--- src/rtl/spi_guard_pkg.sv ---
package spi_guard_pkg;

  localparam int STAT_W   = 8;
  localparam int LOCK_POS = 7;
  localparam int LVL_HI   = 3;
  localparam int LVL_LO   = 2;
  localparam logic [STAT_W-1:0] STAT_MASK = 8'h8C;

  typedef enum logic [1:0] {
    LVL_NONE    = 2'b00,
    LVL_QUARTER = 2'b01,
    LVL_HALF    = 2'b10,
    LVL_ALL     = 2'b11
  } prot_level_e;

  typedef struct packed {
    logic        lock_en;
    prot_level_e level;
  } prot_bits_t;

  function automatic prot_bits_t unpack_status(input logic [STAT_W-1:0] v);
    prot_bits_t p;
    p.lock_en = v[LOCK_POS];
    p.level   = prot_level_e'({v[LVL_HI], v[LVL_LO]});
    return p;
  endfunction

  function automatic logic [STAT_W-1:0] pack_status(input prot_bits_t p);
    logic [STAT_W-1:0] v;
    v           = '0;
    v[LOCK_POS] = p.lock_en;
    v[LVL_HI]   = p.level[1];
    v[LVL_LO]   = p.level[0];
    return v;
  endfunction

endpackage

--- src/rtl/spi_pin_sync.sv ---
module spi_pin_sync #(
  parameter int          W       = 3,
  parameter int          STAGES  = 2,
  parameter logic [W-1:0] RST_VAL = '0
) (
  input  logic         clk,
  input  logic         rst,
  input  logic [W-1:0] d,
  output logic [W-1:0] q
);

  logic [W-1:0] chain [STAGES];

  always_ff @(posedge clk) begin
    if (rst) begin
      for (int i = 0; i < STAGES; i++) chain[i] <= RST_VAL;
    end else begin
      chain[0] <= d;
      for (int i = 1; i < STAGES; i++) chain[i] <= chain[i-1];
    end
  end

  assign q = chain[STAGES-1];

endmodule

--- src/rtl/spi_frame_shifter.sv ---
module spi_frame_shifter #(
  parameter int               OP_W   = 8,
  parameter int               DATA_W = 8,
  parameter logic [OP_W-1:0]  OPCODE = 8'h01
) (
  input  logic              clk,
  input  logic              rst,
  input  logic              cs_n_s,
  input  logic              sck_s,
  input  logic              si_s,
  output logic              frame_done,
  output logic [DATA_W-1:0] frame_data
);

  localparam int FRAME_BITS = OP_W + DATA_W;
  localparam int CNT_W      = $clog2(FRAME_BITS + 2);
  localparam logic [CNT_W-1:0] CNT_FULL = CNT_W'(FRAME_BITS);
  localparam logic [CNT_W-1:0] CNT_SAT  = CNT_W'(FRAME_BITS + 1);

  logic                  sck_q;
  logic                  cs_q;
  logic [FRAME_BITS-1:0] shreg;
  logic [CNT_W-1:0]      cnt;
  logic                  sck_rise;
  logic                  cs_rise;
  logic                  op_match;

  assign sck_rise = sck_s & ~sck_q & ~cs_n_s;
  assign cs_rise  = cs_n_s & ~cs_q;
  assign op_match = (shreg[FRAME_BITS-1 -: OP_W] == OPCODE);

  always_ff @(posedge clk) begin
    if (rst) begin
      sck_q      <= 1'b0;
      cs_q       <= 1'b1;
      shreg      <= '0;
      cnt        <= '0;
      frame_done <= 1'b0;
      frame_data <= '0;
    end else begin
      sck_q      <= sck_s;
      cs_q       <= cs_n_s;
      frame_done <= cs_rise && (cnt == CNT_FULL) && op_match;
      if (cs_rise) frame_data <= shreg[DATA_W-1:0];
      if (cs_n_s) begin
        cnt <= '0;
      end else if (sck_rise) begin
        shreg <= {shreg[FRAME_BITS-2:0], si_s};
        if (cnt != CNT_SAT) cnt <= cnt + 1'b1;
      end
    end
  end

endmodule

--- src/rtl/prot_status_reg.sv ---
module prot_status_reg
  import spi_guard_pkg::*;
#(
  parameter logic [STAT_W-1:0] INIT_STATUS = '0
) (
  input  logic              clk,
  input  logic              rst,
  input  logic              load_en,
  input  logic [STAT_W-1:0] load_val,
  input  logic              frame_done,
  input  logic [STAT_W-1:0] frame_data,
  input  logic              wel,
  input  logic              wp_n,
  output prot_bits_t        bits,
  output logic              wel_clr
);

  logic hw_lock;
  logic accept;

  assign hw_lock = ~wp_n & bits.lock_en;
  assign accept  = frame_done & wel & ~hw_lock;

  always_ff @(posedge clk) begin
    if (rst) begin
      bits    <= unpack_status(INIT_STATUS);
      wel_clr <= 1'b0;
    end else begin
      wel_clr <= frame_done;
      if (load_en)     bits <= unpack_status(load_val);
      else if (accept) bits <= unpack_status(frame_data);
    end
  end

endmodule

--- src/rtl/addr_prot_decode.sv ---
module addr_prot_decode
  import spi_guard_pkg::*;
#(
  parameter int ADDR_W  = 13,
  parameter int QADDR_W = 16
) (
  input  logic [QADDR_W-1:0] query_addr,
  input  prot_level_e        level,
  output logic               hit
);

  logic [ADDR_W-1:0] a;
  assign a = query_addr[ADDR_W-1:0];

  always_comb begin
    unique case (level)
      LVL_NONE:    hit = 1'b0;
      LVL_QUARTER: hit = &a[ADDR_W-1 -: 2];
      LVL_HALF:    hit = a[ADDR_W-1];
      default:     hit = 1'b1;
    endcase
  end

  if (QADDR_W > ADDR_W) begin : g_upper
    logic [QADDR_W-ADDR_W-1:0] unused_hi;
    assign unused_hi = query_addr[QADDR_W-1:ADDR_W];
  end

endmodule

--- src/rtl/spi_status_guard.sv ---
module spi_status_guard
  import spi_guard_pkg::*;
#(
  parameter int                SYNC_STAGES = 2,
  parameter int                ADDR_W      = 13,
  parameter int                QADDR_W     = 16,
  parameter logic [7:0]        OPCODE_WR   = 8'h01,
  parameter logic [STAT_W-1:0] INIT_STATUS = '0
) (
  input  logic              clk,
  input  logic              rst,
  input  logic              cs_n,
  input  logic              sck,
  input  logic              si,
  input  logic              wp_n,
  input  logic              wel,
  input  logic              load_en,
  input  logic [STAT_W-1:0] load_val,
  input  logic [QADDR_W-1:0] query_addr,
  output logic [STAT_W-1:0] status,
  output logic              addr_prot,
  output logic              so_oe,
  output logic              wel_clr
);

  logic [2:0]        pins_s;
  logic              frame_done;
  logic [STAT_W-1:0] frame_data;
  prot_bits_t        bits;

  spi_pin_sync #(.W(3), .STAGES(SYNC_STAGES), .RST_VAL(3'b100)) u_sync (
    .clk (clk),
    .rst (rst),
    .d   ({cs_n, sck, si}),
    .q   (pins_s)
  );

  spi_frame_shifter #(.OP_W(8), .DATA_W(STAT_W), .OPCODE(OPCODE_WR)) u_shift (
    .clk        (clk),
    .rst        (rst),
    .cs_n_s     (pins_s[2]),
    .sck_s      (pins_s[1]),
    .si_s       (pins_s[0]),
    .frame_done (frame_done),
    .frame_data (frame_data)
  );

  prot_status_reg #(.INIT_STATUS(INIT_STATUS)) u_stat (
    .clk        (clk),
    .rst        (rst),
    .load_en    (load_en),
    .load_val   (load_val),
    .frame_done (frame_done),
    .frame_data (frame_data),
    .wel        (wel),
    .wp_n       (wp_n),
    .bits       (bits),
    .wel_clr    (wel_clr)
  );

  addr_prot_decode #(.ADDR_W(ADDR_W), .QADDR_W(QADDR_W)) u_dec (
    .query_addr (query_addr),
    .level      (bits.level),
    .hit        (addr_prot)
  );

  assign status = pack_status(bits);

  // This block only accepts writes, so it never drives the serial output.
  always_ff @(posedge clk) begin
    if (rst) so_oe <= 1'b0;
    else     so_oe <= 1'b0;
  end

endmodule

--- config.mk ---
export PLATFORM = sky130hd
export DESIGN_NAME = spi_status_guard
export DESIGN_NICKNAME = d
export VERILOG_FILES = /design/src/rtl/spi_guard_pkg.sv /design/src/rtl/spi_pin_sync.sv /design/src/rtl/spi_frame_shifter.sv /design/src/rtl/prot_status_reg.sv /design/src/rtl/addr_prot_decode.sv /design/src/rtl/spi_status_guard.sv
export SDC_FILE = /design/constraint.sdc
export NUM_CORES = 1
export LEC_CHECK = 0
export ABC_AREA = 1
export CAP_MARGIN = 20
export CELL_PAD_IN_SITES_DETAIL_PLACEMENT = 1
export CELL_PAD_IN_SITES_GLOBAL_PLACEMENT = 1
export CORE_ASPECT_RATIO = 1.4
export CORE_MARGIN = 3
export CORE_UTILIZATION = 29
export DETAILED_ROUTE_END_ITERATION = 6
export PLACE_DENSITY_LB_ADDON = 0.1
export REMOVE_ABC_BUFFERS = 1
export SLEW_MARGIN = 20
export SYNTH_ARGS = -nofsm -noshare
export SYNTH_HDL_FRONTEND = slang
export SYNTH_SLANG_ARGS = --single-unit
--- constraint.sdc ---
create_clock -name clk -period 1.2 [get_ports clk]
set_clock_uncertainty 0.1 [all_clocks]
set_input_delay 0.24 -clock clk [delete_from_list [all_inputs] [get_ports clk]]
set_output_delay 0.24 -clock clk [all_outputs]
set_load 0.005 [all_outputs]
* Word-level counts from Yosys, hierarchy flattened
Memories as Yosys holds them, arrays and structs flattened. Cells that the tools add are included.
Word-level totals: memory bits (writable) 6, register bits 36, output and inout bits 11, memories kept 1
Operators by class: mux-type cells 8, equality and inequality tests 5, bitwise logic cells 13, reductions and logical operators 8, add/subtract/negate cells 1
Memories:
- u_sync.chain | depth 2, bits a word 3, read ports 2, clocked after Yosys merged registers in 0, write ports 2, RTL line spi_pin_sync.sv:12 | logic [W-1:0] chain [STAGES];
Operators with widths (count):
- 3-bit 2-to-1 mux | 4
- 8-bit by 1-bit equality test with 1-bit output, second input constant | 1
- 1-bit bitwise AND | 6
- 2-bit AND reduction | 3
- 5-bit by 1-bit adder with 5-bit output, second input constant | 1
- 5-bit equality test, second input constant | 1
- 5-bit != test, second input constant | 1
- 1-bit NOT | 5
- 1-bit 2-to-1 mux | 3
- 1-bit one-hot mux with 3 select lines | 1
- 2-bit by 1-bit equality test with 1-bit output, second input constant | 1
- 2-bit equality test, second input constant | 1
- 1-bit logical AND | 2
- 2-bit zero test | 1
- 1-bit OR | 2
- 2-bit nonzero test | 1
- 2-bit OR reduction | 1

* Logic depth before layout (Yosys ltp)
word-level depth 6, mapped depth 8

* By module
From an unflattened synthesis, not the netlist that was laid out.
Unflattened totals: cells, all modules 234, area total of the unflattened synthesis 1715.4 um^2
Modules (own cells, without submodules):
- spi_frame_shifter | seq. area each 640.6 um^2, times used 1, area each 1247.4 um^2, cells each 165
- prot_status_reg | seq. area each 80.1 um^2, times used 1, area each 214.0 um^2, cells each 37
- spi_pin_sync | seq. area each 120.1 um^2, times used 1, area each 191.4 um^2, cells each 22
- spi_status_guard | seq. area each 0.0 um^2, times used 1, area each 48.8 um^2, cells each 7
- addr_prot_decode | seq. area each 0.0 um^2, times used 1, area each 13.8 um^2, cells each 3

* Least setup slack after synthesis
OpenSTA, ideal clock, no wires.
path kind flip-flop to flip-flop, start register u_shift.cnt[1], end register u_shift.cnt[2], path slack 0.048 ns, cell stages (with the launch flop) 9, required time 0.984 ns, clock period less this slack 1.152 ns, data arrival time 0.936 ns, cell sequence dfxtp_1 > inv_1 > ha_1 > nand2_1 > inv_1 > nand2_1 > nand2_1 > nand2_1 > a21oi_1
On the way: word-level cells in the longest chain between the ends 2
RTL lines:
- start, declared | RTL line spi_frame_shifter.sv:23 | logic [CNT_W-1:0] cnt;
- start signal, assigned | RTL line spi_frame_shifter.sv:49 | if (cnt != CNT_SAT) cnt <= cnt + 1'b1;
- parallel branches: the longest is 2 deep, another holds 5-bit by 1-bit adder with 5-bit output
Several ways; the timed one is not identified. A chain may end at the register's enable or synchronous reset.

* Final worst setup path
start register, netlist name u_stat.bits[0], end output port addr_prot
On the way: word-level cells in the longest chain between the ends 2
RTL lines:
- 2-bit equality test, or another cell as far along | RTL line addr_prot_decode.sv:16 | unique case (level)
- 1-bit one-hot mux with 3 select lines * | RTL line addr_prot_decode.sv:16
- end, declared | RTL line spi_status_guard.sv:21 | output logic addr_prot,
Every way passes the cells marked *; elsewhere a longest branch is shown, timed or not.

==> impl_metrics.env <==
export IMPL_r2r_start="u_shift.cnt[1]"
export IMPL_clk_latency_ns=0.29
export IMPL_r2r_cells=5
export IMPL_diodes=0
export IMPL_yosys_warnings=0
export IMPL_drv_slew=0
export IMPL_yosysMostFrequentCell="nand2_1"
export IMPL_violations="setup timing"
export IMPL_die_area_um2=6010
export IMPL_fin_total_pwr_mw=2.26
export IMPL_cts_path_max_buffers=2
export IMPL_path_buf_inv=1
export IMPL_hold_ws_ns=0.307
export IMPL_ff_latch_area_um2=754
export IMPL_grt_pass1_vias=1424
export IMPL_core_um2=4880
export IMPL_cap_violations=0
export IMPL_cts_sinks=37
export IMPL_r2r_end="u_shift.cnt[1]"
export IMPL_nets=268
export IMPL_std_cell_rows=30
export IMPL_seq_area_frac_synth=0.500
export IMPL_multi_input_area_um2=688
export IMPL_power_density_nw_per_um2=1110
export IMPL_slowest_delay_ns=0.33
export IMPL_worstPathArrival_ns=0.91
export IMPL_ir_drop_uv=586
export IMPL_cp_max_fo=3
export IMPL_syn_inst=196
export IMPL_syn_area_um2=1480
export IMPL_holdCritPathClass="reg -> reg"
export IMPL_route_antenna_remaining_nets=0
export IMPL_vias=1321
export IMPL_slowest_stage="dfxtp_2"
export IMPL_outcome="finished, violations left"
export IMPL_start_kind="flip-flop"
export IMPL_die_h_um=90.6
export IMPL_worstHoldPathCells=2
export IMPL_cp_num_cells=3
export IMPL_period_needed_ns=1.25
export IMPL_required_ns=0.86
export IMPL_hold_start="u_sync.chain[0][0]"
export IMPL_worst_slack_ns=-0.0530
export IMPL_synth_cell_types=17
export IMPL_synth_edf_count=0
export IMPL_clk_pin_slew_ns=0.08
export IMPL_htree_levels=2
export IMPL_ff2ff_setup_slack_ns=0.02
export IMPL_cts_tree="done"
export IMPL_yosys_area_top_type="dfxtp_1"
export IMPL_synth_ff_type="dfxtp_1"
export IMPL_max_freq_mhz=798
export IMPL_dpl_hpwl_mm=2.71
export IMPL_grt_util_all_layers=0.132
export IMPL_postCtsHoldBufs=0
export IMPL_grt_pass1_wl_mm=6.18
export IMPL_drc=0
export IMPL_p_leak_nw=0.798
export IMPL_yosysTopAreaCellShare=0.500
export IMPL_async_flop_share=0
export IMPL_crit_type="reg -> out"
export IMPL_io_pins=43
export IMPL_wl_mm=3.56
export IMPL_gr_total_overflow=0
export IMPL_worstHoldEndpoint="u_sync.chain[0][3]"
export IMPL_path_delay_family="flip-flops"
export IMPL_drive_gt1_frac=0.269
export IMPL_synth_area_top_cells="dfxtp_1, nand2_1, a21oi_1"
export IMPL_start_util=0.304
export IMPL_preCtsSetupSlack_ns=-0.529
export IMPL_synthTopCellsByCount="nand2_1, dfxtp_1, a21oi_1, inv_1, nor2_1"
export IMPL_rsz0062_at_grt="yes"
export IMPL_grt_antenna_before_repair=0
export IMPL_synth_seq_cells=37
export IMPL_setup_viol=1
export IMPL_wl_per_cell_um=11.9
export IMPL_viasPerCell=4.43
export IMPL_grt_max_degree=18
export IMPL_area_delta_synth_final_pct=36.7
export IMPL_place_congestion=0.770
export IMPL_root_buffer="clkbuf_8"
export IMPL_n_fill_cell=626
export IMPL_drt_initial_drc_count=19
export IMPL_syn_avg_cell_area_um2=7.56
export IMPL_dr_pass1_iters=4
export IMPL_fp_dieW_um=66.4
export IMPL_worstPathCellList="o21ai_2, nand2_1, buf_2"
export IMPL_worstSetupEndpointType="primary output"
export IMPL_io_buffers=17
export IMPL_period_share=1.04
export IMPL_hold_viol_final=0
export IMPL_cts_buffers=5
## worst min-delay path, delay by kind of cell (launching register included)
| kind | cells | cell delay (ns) |
|---|---|---|
| buffers and inverters | 1 | 0.04 |
| DFF | 1 | 0.30 |
| and+or+nand+nor | 1 | 0.03 |
## routing by layer
layer,vias up,global-route usage,share of wire
met5,-,0,0
met2,23,0.238,0.57
met3,6,0.0299,0.032
li1,675,-,-
met1,617,0.138,0.38
met4,0,0.0661,0.020
## cell type report
cell class,instances,share of cell area
Tap cell,64,0.0395
Sequential cell,37,0.372
Timing Repair Buffer,35,0.162
Inverter,24,0.0457
Clock buffer,6,0.0358
Multi-Input combinational cell,130,0.340
Clock inverter,2,0.00494
## flip-flops by register name, summed over array words and instances (netlist names)
name	cells
u_shift.shreg	16
u_stat.wel_clr	1
u_sync.chain	6
u_shift.cs_q	1
u_shift.cnt	5
u_shift.sck_q	1
u_shift.frame_done	1
u_stat.bits	3
u_shift.frame_data	3
## power breakdown
group	total [mW]	leakage (nW)	internal (mW)	switching, mW
registers	1.26	0.304	1.25	0.0111
logic	0.161	0.449	0.0852	0.0755
clock network	0.838	0.0450	0.403	0.436
## kinds of logic after synthesis
| logic type | Yosys count | synth area share |
|---|---|---|
| AND/OR/NAND/NOR | 85 | 0.239 |
| buffers and inverters | 34 | 0.111 |
| adder cells (fa/ha/maj) | 3 | 0.0253 |
| other | 1 | 0.00253 |
| flip-flops | 37 | 0.500 |
| AO/OA/AOI/OAI | 36 | 0.122 |
## per-stage QoR
step / cells / setup TNS (ns) / utilization / area, um^2
3_3_place_gp: 288 / -8.44 / 0.371 / 1810
2_1_floorplan: 191 / 0 / - / 1430
5_1_grt: 298 / -0.196 / 0.415 / 2030
3_5_place_dp: 288 / -9.20 / 0.371 / 1810
4_1_cts: 297 / -0.235 / 0.393 / 1920
6_report: 298 / -0.0530 / 0.415 / 2030
## placed cells by master (no fill, tap or decap), types with 3 or more instances in the layout
cell	n
nand2_1	42
dfxtp_1	30
a21oi_1	22
inv_1	18
nor2_1	16
buf_4	14
nand3_1	10
o21ai_0	9
clkdlybuf4s50_1	9
conb_1	6
inv_2	5
nand2_2	5
clkbuf_8	5
buf_6	5
dfxtp_2	5
nor2_2	4
ha_4	3
## worst max path at each step
| stage | from | end | slack [ns] |
|---|---|---|---|
| 6_report | u_stat.bits[0] | addr_prot | -0.05 |
| 5_1_grt | u_stat.bits[0] | addr_prot | -0.10 |
| 4_1_cts | u_stat.bits[0] | addr_prot | -0.23 |
| 3_5_place_dp | query_addr[12] | addr_prot | -0.53 |
| 3_3_place_gp | query_addr[12] | addr_prot | -0.48 |
| 2_1_floorplan | u_shift.cnt[1] | u_shift.cnt[0] | 0.04 |
## repair_timing
item                                    4_1_cts  5_1_grt
pin swaps                                     2        9
endpoints found under the setup margin       18       26
buffers inserted                              1        1
gates resized for setup                      29       38
No activity file was read; power rests on OpenSTA's default activity.
